===== src/rtl/pfd_pkg.sv =====
package pfd_pkg;

  typedef struct packed {
    logic up;
    logic dn;
  } pfd_state_t;

  // Tri-state detector step: each rising edge sets its own side and
  // a pending side stays set until both are set, then both clear.
  function automatic pfd_state_t pfd_step(pfd_state_t cur,
                                          logic div_rise,
                                          logic ref_rise);
    pfd_state_t nxt;
    logic up_set;
    logic dn_set;
    up_set = cur.up | div_rise;
    dn_set = cur.dn | ref_rise;
    if (up_set && dn_set) begin
      nxt.up = 1'b0;
      nxt.dn = 1'b0;
    end else begin
      nxt.up = up_set;
      nxt.dn = dn_set;
    end
    return nxt;
  endfunction

  function automatic logic pfd_idle(pfd_state_t s);
    return ~(s.up | s.dn);
  endfunction

endpackage


===== src/rtl/pfd_edge_sync.sv =====
module pfd_edge_sync #(
  parameter int STAGES = 2
) (
  input  logic clk,
  input  logic rst_n,
  input  logic sig_i,
  output logic rise_o
);
  localparam int W = STAGES + 1;

  logic [W-1:0] sh_q;

  always_ff @(posedge clk or negedge rst_n) begin
    if (!rst_n) sh_q <= '0;
    else        sh_q <= {sh_q[W-2:0], sig_i};
  end

  // sh_q[STAGES-1] is the synchronised level; sh_q[STAGES] is its last value
  assign rise_o = sh_q[STAGES-1] & ~sh_q[STAGES];
endmodule


===== src/rtl/pfd_core.sv =====
module pfd_core
  import pfd_pkg::*;
(
  input  logic clk,
  input  logic rst_n,
  input  logic div_rise_i,
  input  logic ref_rise_i,
  output logic up_o,
  output logic dn_o,
  output logic lock_o
);
  pfd_state_t state_q;
  pfd_state_t state_d;
  logic       lock_q;

  always_comb state_d = pfd_step(state_q, div_rise_i, ref_rise_i);

  always_ff @(posedge clk or negedge rst_n) begin
    if (!rst_n) begin
      state_q <= '0;
      lock_q  <= 1'b1;
    end else begin
      state_q <= state_d;
      lock_q  <= pfd_idle(state_d);
    end
  end

  assign up_o   = state_q.up;
  assign dn_o   = state_q.dn;
  assign lock_o = lock_q;
endmodule


===== src/rtl/pfd_lock_top.sv =====
module pfd_lock_top #(
  parameter int SYNC_STAGES = 2
) (
  input  logic clk,
  input  logic rst_n,
  input  logic ref_i,
  input  logic div_i,
  output logic up_o,
  output logic dn_o,
  output logic lock_o
);
  localparam int NCH = 2;  // channel 0: divided oscillator, 1: reference

  logic [NCH-1:0] raw_in;
  logic [NCH-1:0] rise_vec;
  logic           div_rise;
  logic           ref_rise;

  assign raw_in = {ref_i, div_i};

  for (genvar c = 0; c < NCH; c++) begin : g_ch
    pfd_edge_sync #(.STAGES(SYNC_STAGES)) u_sync (
      .clk    (clk),
      .rst_n  (rst_n),
      .sig_i  (raw_in[c]),
      .rise_o (rise_vec[c])
    );
  end

  assign div_rise = rise_vec[0];
  assign ref_rise = rise_vec[1];

  pfd_core u_core (
    .clk        (clk),
    .rst_n      (rst_n),
    .div_rise_i (div_rise),
    .ref_rise_i (ref_rise),
    .up_o       (up_o),
    .dn_o       (dn_o),
    .lock_o     (lock_o)
  );
endmodule


===== config.mk =====
export PLATFORM = sky130hd
export DESIGN_NAME = pfd_lock_top
export DESIGN_NICKNAME = d
export VERILOG_FILES = /design/src/rtl/pfd_pkg.sv /design/src/rtl/pfd_edge_sync.sv /design/src/rtl/pfd_core.sv /design/src/rtl/pfd_lock_top.sv
export SDC_FILE = /design/constraint.sdc
export NUM_CORES = 1
export LEC_CHECK = 0
export BUFFER_PORTS_ARGS = -buffer_cell sky130_fd_sc_hd__buf_4
export CORE_AREA = 2 2 39 41
export CTS_BUF_LIST = sky130_fd_sc_hd__clkbuf_8
export DETAILED_ROUTE_END_ITERATION = 8
export DIE_AREA = 0 0 41 43
export PLACE_DENSITY = 0.43
export RECOVER_POWER = 50
export SETUP_SLACK_MARGIN = 0.02
export SLEW_MARGIN = 40
export SYNTH_ARGS = -nofsm -noshare
export SYNTH_HDL_FRONTEND = slang
export SYNTH_HIERARCHICAL = 1
export SYNTH_SLANG_ARGS = --single-unit
export TNS_END_PERCENT = 20

===== constraint.sdc =====
create_clock -name clk -period 1.9 [get_ports clk]
set_input_delay 0.19 -clock clk [delete_from_list [all_inputs] [get_ports clk]]
set_output_delay 0.19 -clock clk [all_outputs]
set_load 0.02 [all_outputs]

* Yosys cells after proc, flatten, opt, wreduce, memory -nomap -nowiden
Cells that the tools add are included.
** Word-level totals
- Flip-flop bits (word level) :: 9
- Output and inout bits :: 3
- Input bits :: 4
- Logic and storage cells :: 15
** Cells by class
- Muxes and demuxes :: 1
- Reductions and logical operators :: 1
- Bitwise logic cells :: 8
** Operators by type and width (count)
- NOT 1 bit :: 3
- bitwise OR 1 bit :: 3
- AND 1 bit :: 2
- two-way mux 2 bit :: 1
- logical AND 1 bit :: 1

* Longest topological paths before layout
Gate-level depths: netlist (run 1).
- Depth after elaboration :: 7
- Mapped depth :: 3
- Mapped depth without buffers :: 3

* Cells and area by module
The synthesis (run 1) kept the hierarchy.
** Modules (own cells, without submodules)
- pfd_edge_sync :: cells an instance 4, area an instance 88.8 µm², times used 2, seq. area each 75.1 µm²
- pfd_core :: cells an instance 9, area an instance 121.4 µm², times used 1, seq. area each 76.3 µm²

* Least setup slack after synthesis (run 1)
Ideal clock, no wire load.
- Kind :: reg-to-reg
- Start point :: register g_ch[1].u_sync.sh_q[1]
- End point :: register u_core.lock_q, in the netlist u_core/lock_o
- Arrival :: 0.961 ns
- Setup time :: 0.083 ns
- Setup slack :: 0.855 ns
- Required time :: 1.817 ns
- Buffers on the path :: 0
- Cell stages (with the launch flop) :: 4
- Period minus slack after synthesis :: 1.045 ns
- Cells stage by stage :: dfrtp_1 -> nor2b_4 -> or2_1 -> ha_1
** Between the ends
- Word-level cells in the longest chain between the ends :: 6
** RTL lines
- start: declaration :: RTL line pfd_edge_sync.sv:11 : logic [W-1:0] sh_q;
- start signal: assignment :: RTL line pfd_edge_sync.sv:15 : else sh_q <= {sh_q[W-2:0], sig_i};
- AND 1 bit * :: RTL line pfd_edge_sync.sv:19 : assign rise_o = sh_q[STAGES-1] & ~sh_q[STAGES];
- via ref_rise :: RTL line pfd_lock_top.sv:17 : logic ref_rise;
- bitwise OR 1 bit * :: RTL line pfd_pkg.sv:17 : dn_set = cur.dn | ref_rise;
- logical AND 1 bit :: RTL line pfd_pkg.sv:18 : if (up_set && dn_set) begin
- two-way mux 2 bit * :: RTL line pfd_pkg.sv:18
- bitwise OR 1 bit * :: RTL line pfd_pkg.sv:29 : return ~(s.up | s.dn);
- NOT 1 bit * :: RTL line pfd_pkg.sv:29
- end signal: assignment :: RTL line pfd_core.sv:24 : lock_q <= pfd_idle(state_d);
- end: declaration :: RTL line pfd_core.sv:14 : logic lock_q;
The timed path passes the listed nets; every way through them passes the cells marked *.

* Final worst setup path (run 1)
Same ends and word-level chain as after synthesis.

==> results.md, run 1 <==
* Status: finished clean
* GP Congestion at 0.576
* Post-Place Cells at 39
* Maxcap violations at 0
* Slowest cell delay on critical path at 0.37 ns
* Worst R2R Setup Slack at 0.81 ns
* Synth Area per Inst at 17.6 µm²
* Unique masters post-synth at 6
* Buf/Inv on CP at 0
* Ports at 7
* Area contributors post-synth: dfrtp_1 67%, nor2b_4 9.2%, dfstp_2 8.8%
* Commonest non-fill, non-tap cell in the layout: dfrtp_1
* Top delay family on crit path: flip-flops
* Gr usage total at 6.72%
* PortBufs at 6
* Die width at 41 µm
* Leakage dissipation at 0.203 nW
* Worst rel slew slack at 67.7%
* CP startpoint: g_ch[1].u_sync/sh_q[1]$_DFF_PN0_
* Sw Pwr at 0.111 mW
* DR iter-0 viols at 0
* Crit path launch type: flop
* Clock power frac at 41.9%
* Worst Max-Slew Pin Slew at 0.484 ns
* RSZ-0062 raised after global routing: false
* Slowest cell on the critical path: dfrtp_1
* Combinational share of power at 12.7%
* Fillcell total at 143
* Worst hold slack at 0.0896 ns
* Final slew viol count at 0
* Longest Clk Path Bufs at 2
* Clk_skew at 0.00137 ns
* Critical R2R Launch: g_ch[1].u_sync/sh_q[1]$_DFF_PN0_
* Final setup fails at 0
* CTS H-tree lvls at 1
* Net Count, Synth at 23
* Yosys Warn Count at 6
* Vias per std cell at 3.73
* Sequential share of the synthesized area at 75.7%
* Largest net degree at the start of global routing at 10
* Synth Register Bits at 9
* Met1 Use GR at 7.41%
* Pwr Density at 1200 mW/mm²
* Worst r2r path cells at 3
* Max VDD drop at 0.000293 V
* CTS Buf Count at 3
* Worst min-delay path category: input port to flop
* Fin crit share at 57.4%
* Critical path arrival at 1.24 ns
* WP data required at 2.05 ns
* Global-route wire length before repair at 676 µm
* GRT Max-Usage Layer: met4
* Critical Path Stages at 3
* Pre-antenna DRT Iters at 1
* Reg-to-reg endpoint: u_core/lock_o$_DFF_PN1_
* DR WL/cell at 9.70 µm
* Antenna Nets Post-Route at 0
* WL final at 427 µm
* Fin. Hold Viols at 0
* Overflow after GRT at 0
* CTS tree: built
* Internal power at 0.386 mW
* Post-CTS sizing at 0
* Clk_lat worst skew at 0.23 ns
* Crit Path Class: flop to flop
* Crit-path cells: nor2b_4 > or2_1 > ha_1
* Commonest non-fill, non-tap cells in the layout: 8 x dfrtp_1, 3 x clkbuf_8, 3 x buf_4
* Biggest area consumer among synthesized cells: dfrtp_1
* Sum Neg Setup Slack at 0 ns
* Fin cells at 44
* Min Tclk post-route at 1.09 ns
* Crit path max fanout at 2
* Switching part of the total at 22.3%
* Initial Utilization at 21.6%
* CTS Sinks at 9
* CORE AREA at 0.00138 mm²
* Endpoint type of the worst setup path: flop
* Crit path to: u_core/lock_o$_DFF_PN1_
* Sequential Power Share at 45.4%
* Die Ht at 43 µm
* Die ar. at 0.00176 mm²
* Met3 Use GR at 3.14%
* Achievable frequency at 918 MHz
* Final nets at 35
* Vias in the first global route at 169
* Root Driver: clkbuf_8
* CTS clk-pin slew, worst paths at 0.04 ns
* Synth-to-layout area growth at 38.9%
* Routed via count at 164
* DP Wirelength at 302 µm
* Met2 GRT Util at 7.19%
* Mapped Cells at 17
* N_diodes at 0
* Post-synth top area share at 66.9%
* DR DRC count at 0
* Layout cells sized above 1 at 39.3%
* Initial antenna violation count at 0
* Cell row count at 14
* Post-Syn Area at 299 µm²
## cells in the mapped netlist, drive strengths merged
cell type	instances
ha	2
dfrtp	8
nor2b	2
nor2	2
or2	2
dfstp	1
## registers in the layout (all words and copies together) (netlist names)
register and flops:
u_core/dn_o 1, u_core/lock_o 1, g_ch.u_sync/sh_q 6, u_core/up_o 1
## metal layers
layer  vias up  part of all wire, %
met1        84                   43
met2         7                   48
met5         -                    0
met4         0                    0
met3         0                  8.9
li1         73                    -
## final cells by class
type	count	area, µm²	share of cell area [%]
clock inverter	1	3.75	0.904
tap	16	20.0	4.82
clock buffer	3	41.3	9.94
sequential	9	226	54.5
multi-input combinational	8	72.6	17.5
timing repair buffer	7	51.3	12.3
## metrics by stage
step	cell area, µm²	power (mW)	util, %	setup WS (ns)
finish	415	0.497	30.0	0.810
global route	415	0.529	30.0	0.778
CTS	419	0.513	30.3	0.809
detailed placement	364	0.293	26.3	0.816
global placement	364	0.290	26.3	0.843
floorplan	299	0.259	-	0.855
## repair_timing
item	CTS	global route
endpoints found under the hold margin	9	0
setup buffers	0	0
hold buffers	1	0
## worst min-delay path by stage
stage	to	slack [ns]	depth (start not counted)	start
after floorplan	g_ch[0].u_sync/sh_q[0]$_DFF_PN0_	-0.11	0	rst_n
after global placement	g_ch[0].u_sync/sh_q[0]$_DFF_PN0_	0.01	1	rst_n
after detailed placement	g_ch[0].u_sync/sh_q[0]$_DFF_PN0_	0.02	1	rst_n
after CTS	g_ch[1].u_sync/sh_q[0]$_DFF_PN0_	0.06	1	ref_i
after global routing	g_ch[1].u_sync/sh_q[0]$_DFF_PN0_	0.08	1	ref_i
final	g_ch[0].u_sync/sh_q[0]$_DFF_PN0_	0.09	1	div_i
## power by group through the flow
stage | combinational, mW | sequential (mW) | clock, mW
floorplan | 0.0156 | 0.244 | 0
global placement | 0.0628 | 0.227 | 0
detailed placement | 0.0646 | 0.229 | 0
CTS | 0.0660 | 0.226 | 0.221
global route | 0.0693 | 0.227 | 0.233
finish | 0.0631 | 0.226 | 0.208
## cells by family after synthesis
group         synth area share (%)
flops                         75.7
fa+ha+maj                     8.37
simple gates                  15.9
Power figures use the tool's default switching activity.
==> inputs of run 2 (changes only) <==
==> constraint.sdc (replaced) <==
create_clock -name clk -period 1.01 [get_ports clk]
set_input_delay 0.101 -clock clk [delete_from_list [all_inputs] [get_ports clk]]
set_output_delay 0.101 -clock clk [all_outputs]
set_load 0.02 [all_outputs]
==> run 2 against run 1 <==
Against the previous run: the run now ends with negative setup slack left; register-to-register slack got worse by 0.85 ns; global-route usage increased by 0.50 points; via count decreased by 0.61%; first-iteration DRC count did not move; design area rose by 6.6%; core utilization is 2.0 points higher; clock skew increased by 0.0034 ns; largest cell class unchanged.
==> results.md, run 2 (synthesis results as in run 1) <==
* Status: complete, but fails checks
* Failing checks: negative setup slack
* CTS H-tree lvls at 1
* Vias per std cell at 3.54
* Clock power frac at 41.1%
* CORE AREA at 0.00138 mm²
* Post-CTS setup buffers at 0
* Fillcell total at 140
* CTS Buf Count at 3
* Critical path arrival at 1.20 ns
* Critical Path Stages at 3
* Min Tclk post-route at 1.05 ns
* PortBufs at 6
* Initial antenna violation count at 0
* Commonest non-fill, non-tap cell in the layout: dfrtp_1
* DR WL/cell at 9.85 µm
* Endpoint type of the worst setup path: flop
* Area of the multi-input gates at 75.1 µm²
* Top delay family on crit path: flip-flops
* DP Wirelength at 299 µm
* CTS tree: built
* Combinational share of power at 14.0%
* Initial Utilization at 21.6%
* Pwr Density at 2160 mW/mm²
* Slowest cell delay on critical path at 0.37 ns
* Crit-path cells: nor2b_4 > or2_1 > ha_1
* Crit Path Class: flop to flop
* N_diodes at 0
* Largest net degree at the start of global routing at 10
* Setup slack after layout at -0.0445 ns
* Antenna Nets Post-Route at 0
* CP startpoint: g_ch[1].u_sync/sh_q[1]$_DFF_PN0_
* Fin cells at 46
* Number of flip-flops in the largest register at 6
* Sw Pwr at 0.213 mW
* RSZ-0062 raised after global routing: true
* Clk_skew at 0.00480 ns
* Commonest non-fill, non-tap cells in the layout: 7 x dfrtp_1, 4 x buf_4, 3 x clkbuf_8, 3 x dlygate4sd3_1
* Longest Clk Path Bufs at 2
* Synth-to-layout area growth at 48.1%
* Post-layout instance area at 443 µm²
* Buf/Inv on CP at 0
* Crit path launch type: flop
* Ports at 7
* Slowest cell on the critical path: dfrtp_1
* Placed Area at 365 µm²
* Most flop-heavy register: g_ch.u_sync/sh_q
* Overflow after GRT at 0
* Worst min-delay path category: input port to async pin
* Worst Max-Slew Pin Slew at 0.489 ns
* Die width at 41 µm
* DR iter-0 viols at 0
* GP Congestion at 0.613
* Final slew viol count at 0
* DR DRC count at 0
* Switching part of the total at 22.4%
* Sequential cell area at 228 µm²
* Reg-to-reg endpoint: u_core/lock_o$_DFF_PN1_
* CTS clk-pin slew, worst paths at 0.05 ns
* WL final at 453 µm
* Fin. Hold Viols at 0
* Cell row count at 14
* Critical R2R Launch: g_ch[1].u_sync/sh_q[1]$_DFF_PN0_
* Crit path max fanout at 2
* Internal power at 0.742 mW
* Fin crit share at 104%
* Achievable frequency at 948 MHz
* Pre-antenna DRT Iters at 1
* Worst R2R Setup Slack at -0.04 ns
* CTS Sinks at 9
* Vias in the first global route at 189
* Die ar. at 0.00176 mm²
* Worst rel slew slack at 67.4%
* Gr usage total at 7.22%
* Layout cells sized above 1 at 43.3%
* Final setup fails at 1
* Root Driver: clkbuf_8
* Routed via count at 163
* Post-Place Cells at 39
* Global-route wire length before repair at 759 µm
* Sequential Power Share at 44.9%
* Final nets at 37
* Leakage dissipation at 0.210 nW
* Max VDD drop at 0.000976 V
* WP data required at 1.16 ns
* Maxcap violations at 0
* Clk_lat worst skew at 0.23 ns
* Crit path to: u_core/lock_o$_DFF_PN1_
* Die Ht at 43 µm
* Worst r2r path cells at 3
[run 2: cell types whose count changed in the layout (fill, tap and decap cells not counted), sizes merged]
cell and change:
buf +2, clkbuf -2, dlygate4sd3 +2
[run 2: worst min-delay path by stage]
stage / startpoint / to
finish: rst_n / g_ch[1].u_sync/sh_q[0]$_DFF_PN0_
global route: g_ch[1].u_sync/sh_q[0]$_DFF_PN0_ / g_ch[1].u_sync/sh_q[1]$_DFF_PN0_
CTS: rst_n / g_ch[1].u_sync/sh_q[0]$_DFF_PN0_
detailed placement: rst_n / g_ch[1].u_sync/sh_q[0]$_DFF_PN0_
global placement: rst_n / g_ch[1].u_sync/sh_q[0]$_DFF_PN0_
floorplan: rst_n / g_ch[0].u_sync/sh_q[0]$_DFF_PN0_
[run 2: stage by stage]
step | util [%] | TNS [ns] | power, mW | hold WS [ns] | setup WS, ns
finish | 32.0 | -0.0445 | 0.955 | 0.348 | -0.0445
detailed placement | 26.4 | -0.0426 | 0.554 | -0.0675 | -0.0426
global placement | 26.4 | -0.0180 | 0.546 | -0.0740 | -0.0180
floorplan | - | 0 | 0.489 | -0.195 | 0.000904
CTS | 32.0 | -0.0528 | 0.967 | 0.229 | -0.0528
global route | 32.0 | -0.0913 | 1.02 | 0.366 | -0.0714
[run 2: timing repair]
item / CTS / global route
gates resized for setup: 1 / 1
endpoints found under the hold margin: 11 / 0
pin swaps: 1 / 0
setup endpoints to repair: 3 / 4
hold buffers: 3 / 0
[run 2: layout make-up]
class	count	share of cell area, %
multi-input combinational	8	16.9
sequential	9	51.4
clock inverter	1	0.847
timing repair buffer	9	16.9
tap	16	4.52
clock buffer	3	9.32
[run 2: power by group through the flow]
| stage | combinational, mW | sequential, mW | clock, mW |
|---|---|---|---|
| after detailed placement | 0.123 | 0.432 | 0 |
| after global placement | 0.118 | 0.428 | 0 |
| after floorplan | 0.0294 | 0.460 | 0 |
| after CTS | 0.132 | 0.427 | 0.408 |
| after global routing | 0.148 | 0.433 | 0.442 |
| final | 0.134 | 0.428 | 0.393 |
[run 2: metal layers]
layer	vias to the layer above	part of all wire [%]	track usage, %
li1	77	-	-
met1	79	44	7.72
met4	0	0	8.00
met3	0	5.5	3.14
met5	-	0	0
met2	7	50	9.38
==> inputs of run 3 (changes only) <==
--- a/config.mk
+++ b/config.mk
@@ -7,7 +7,7 @@
 export LEC_CHECK = 0
 export BUFFER_PORTS_ARGS = -buffer_cell sky130_fd_sc_hd__buf_4
 export CORE_AREA = 2 2 39 41
-export CTS_BUF_LIST = sky130_fd_sc_hd__clkbuf_8
+export CTS_BUF_LIST = sky130_fd_sc_hd__clkbuf_8 sky130_fd_sc_hd__clkbuf_16
 export DETAILED_ROUTE_END_ITERATION = 8
 export DIE_AREA = 0 0 41 43
 export PLACE_DENSITY = 0.43
==> constraint.sdc (replaced) <==
create_clock -name clk -period 1.3 [get_ports clk]
set_input_delay 0.13 -clock clk [delete_from_list [all_inputs] [get_ports clk]]
set_output_delay 0.13 -clock clk [all_outputs]
set_load 0.02 [all_outputs]
==> run 3 against run 2 <==
Against the previous run: die area stayed put; maximum frequency is 2.9% lower; highest routed layer unchanged; first-iteration DRC count is 2 higher; setup slack improved by 0.26 ns; clock power down 25%; the flow now finishes without violations; combinational power down 32%; largest cell class unchanged; via count is 7.4% lower.
==> results.md, run 3 (synthesis results as in run 1) <==
* Overall Power at 0.716 mW
* Max VDD drop at 0.000567 V
* Vias per std cell at 3.43
* CTS H-tree lvls at 1
* Vias in the first global route at 177
* Sum Neg Setup Slack at 0 ns
* Fin util at 30.0%
* DR DRC count at 0
* Crit path max fanout at 2
* Final nets at 35
* Crit path launch type: flop
* Fin cells at 44
* WL final at 348 µm
* Min Tclk post-route at 1.09 ns
* Worst Max-Slew Pin Slew at 0.459 ns
* Maxcap violations at 0
* Root Driver: clkbuf_8
* Ports at 7
* Commonest non-fill, non-tap cell in the layout: dfrtp_1
* Pwr Density at 1720 mW/mm²
* Fillcell total at 137
* Post-layout instance area at 415 µm²
* Status: finished clean
* CORE AREA at 0.00138 mm²
* Largest net degree at the start of global routing at 10
* CTS clk-pin slew, worst paths at 0.04 ns
* DR iter-0 viols at 2
* Clk_skew at 0.000642 ns
* DR WL/cell at 7.91 µm
* Worst min-delay path category: input port to flop
* Die width at 41 µm
* Synth-to-layout area growth at 38.9%
* Fin crit share at 83.5%
* Commonest non-fill, non-tap cells in the layout: 8 x dfrtp_1, 3 x clkbuf_8, 3 x buf_4
* Final slew viol count at 0
* Worst rel slew slack at 69.4%
* Die Ht at 43 µm
* Gr usage total at 5.49%
* Critical path arrival at 1.23 ns
* Initial Utilization at 21.6%
* Initial antenna violation count at 0
* Achievable frequency at 921 MHz
* Die ar. at 0.00176 mm²
* Endpoint type of the worst setup path: flop
* Crit Path Class: flop to flop
* Cell row count at 14
* Layout cells sized above 1 at 39.3%
* Longest Clk Path Bufs at 2
* CTS Sinks at 9
* Global-route wire length before repair at 641 µm
* Fin. Hold Viols at 0
* PortBufs at 6
* RSZ-0062 raised after global routing: false
* Most flop-heavy register: g_ch.u_sync/sh_q
* N_diodes at 0
* Final setup fails at 0
* Post-Place Cells at 39
* Antenna Nets Post-Route at 0
* WP data required at 1.44 ns
* Number of flip-flops in the largest register at 6
* Overflow after GRT at 0
* GP Congestion at 0.610
* Leakage dissipation at 0.203 nW
* Area of the multi-input gates at 72.6 µm²
* Pre-antenna DRT Iters at 2
* CTS Buf Count at 3
* Placed Area at 364 µm²
* Sequential cell area at 226 µm²
* CTS tree: built
* Clk_lat worst skew at 0.22 ns
* Routed via count at 151
run 3: cell count changes in the layout (fill, tap and decap cells not counted):
cell           delta
ha_1              +1
buf_6             -1
dfrtp_1           +1
buf_4             -1
ha_2              -1
dfrtp_2           -1
dlygate4sd3_1     -2
clkbuf_4          +2
run 3: final cells by class:
class / count / share of cell area (%)
clock buffers: 3 / 9.94
clock inverters: 1 / 0.904
multi-input cells: 8 / 17.5
flip-flops and latches: 9 / 54.5
well taps: 16 / 4.82
repair buffers: 7 / 12.3
run 3: repair_timing:
item | in CTS | in global routing
hold endpoints to repair | 9 | 0
hold buffers | 1 | 0
resized for setup | 0 | 0
buffers inserted | 0 | 0
run 3: layer usage:
layer / wire length (µm) / vias to the layer above / global-route usage, %
met1: 152 / 70 / 7.05
met4: 0 / 0 / 4.00
met2: 163 / 7 / 7.50
met3: 32 / 0 / 1.57
li1: - / 74 / -
met5: 0 / - / 0
run 3: stage by stage:
| step | worst slack [ns] | hold WS [ns] |
|---|---|---|
| floorplan | 0.255 | -0.166 |
| global placement | 0.234 | -0.0448 |
| detailed placement | 0.216 | -0.0413 |
| CTS | 0.202 | 0.00746 |
| global route | 0.179 | 0.0236 |
| finish | 0.214 | 0.0364 |
run 3: worst max-delay path: stages, from the launching register on:
cell	delay, ns
dfrtp_1	0.37
nor2b_4	0.13
or2_1	0.22
ha_1	0.29
run 3: final timing paths:
path | startpoint | end | slack (ns) | cells after the start
min in group asynchronous | rst_n | g_ch[0].u_sync/sh_q[0]$_DFF_PN0_ | 0.37 | 2
hold / removal | ref_i | g_ch[1].u_sync/sh_q[0]$_DFF_PN0_ | 0.04 | 1
max in group asynchronous | rst_n | u_core/lock_o$_DFF_PN1_ | 0.59 | 2
setup reg to reg | g_ch[1].u_sync/sh_q[1]$_DFF_PN0_ | u_core/lock_o$_DFF_PN1_ | 0.21 | 3
setup / recovery | g_ch[1].u_sync/sh_q[1]$_DFF_PN0_ | u_core/lock_o$_DFF_PN1_ | 0.21 | 3
hold reg to reg | g_ch[0].u_sync/sh_q[0]$_DFF_PN0_ | g_ch[0].u_sync/sh_q[1]$_DFF_PN0_ | 0.34 | 0
run 3: power by group:
| part | total [mW] | internal (mW) | switching, mW | leakage [nW] |
|---|---|---|---|---|
| Combinational | 0.0917 | 0.0443 | 0.0474 | 0.0697 |
| Sequential | 0.329 | 0.316 | 0.0135 | 0.106 |
| Clock | 0.295 | 0.204 | 0.0908 | 0.0269 |
| Total | 0.716 | 0.564 | 0.152 | 0.203 |
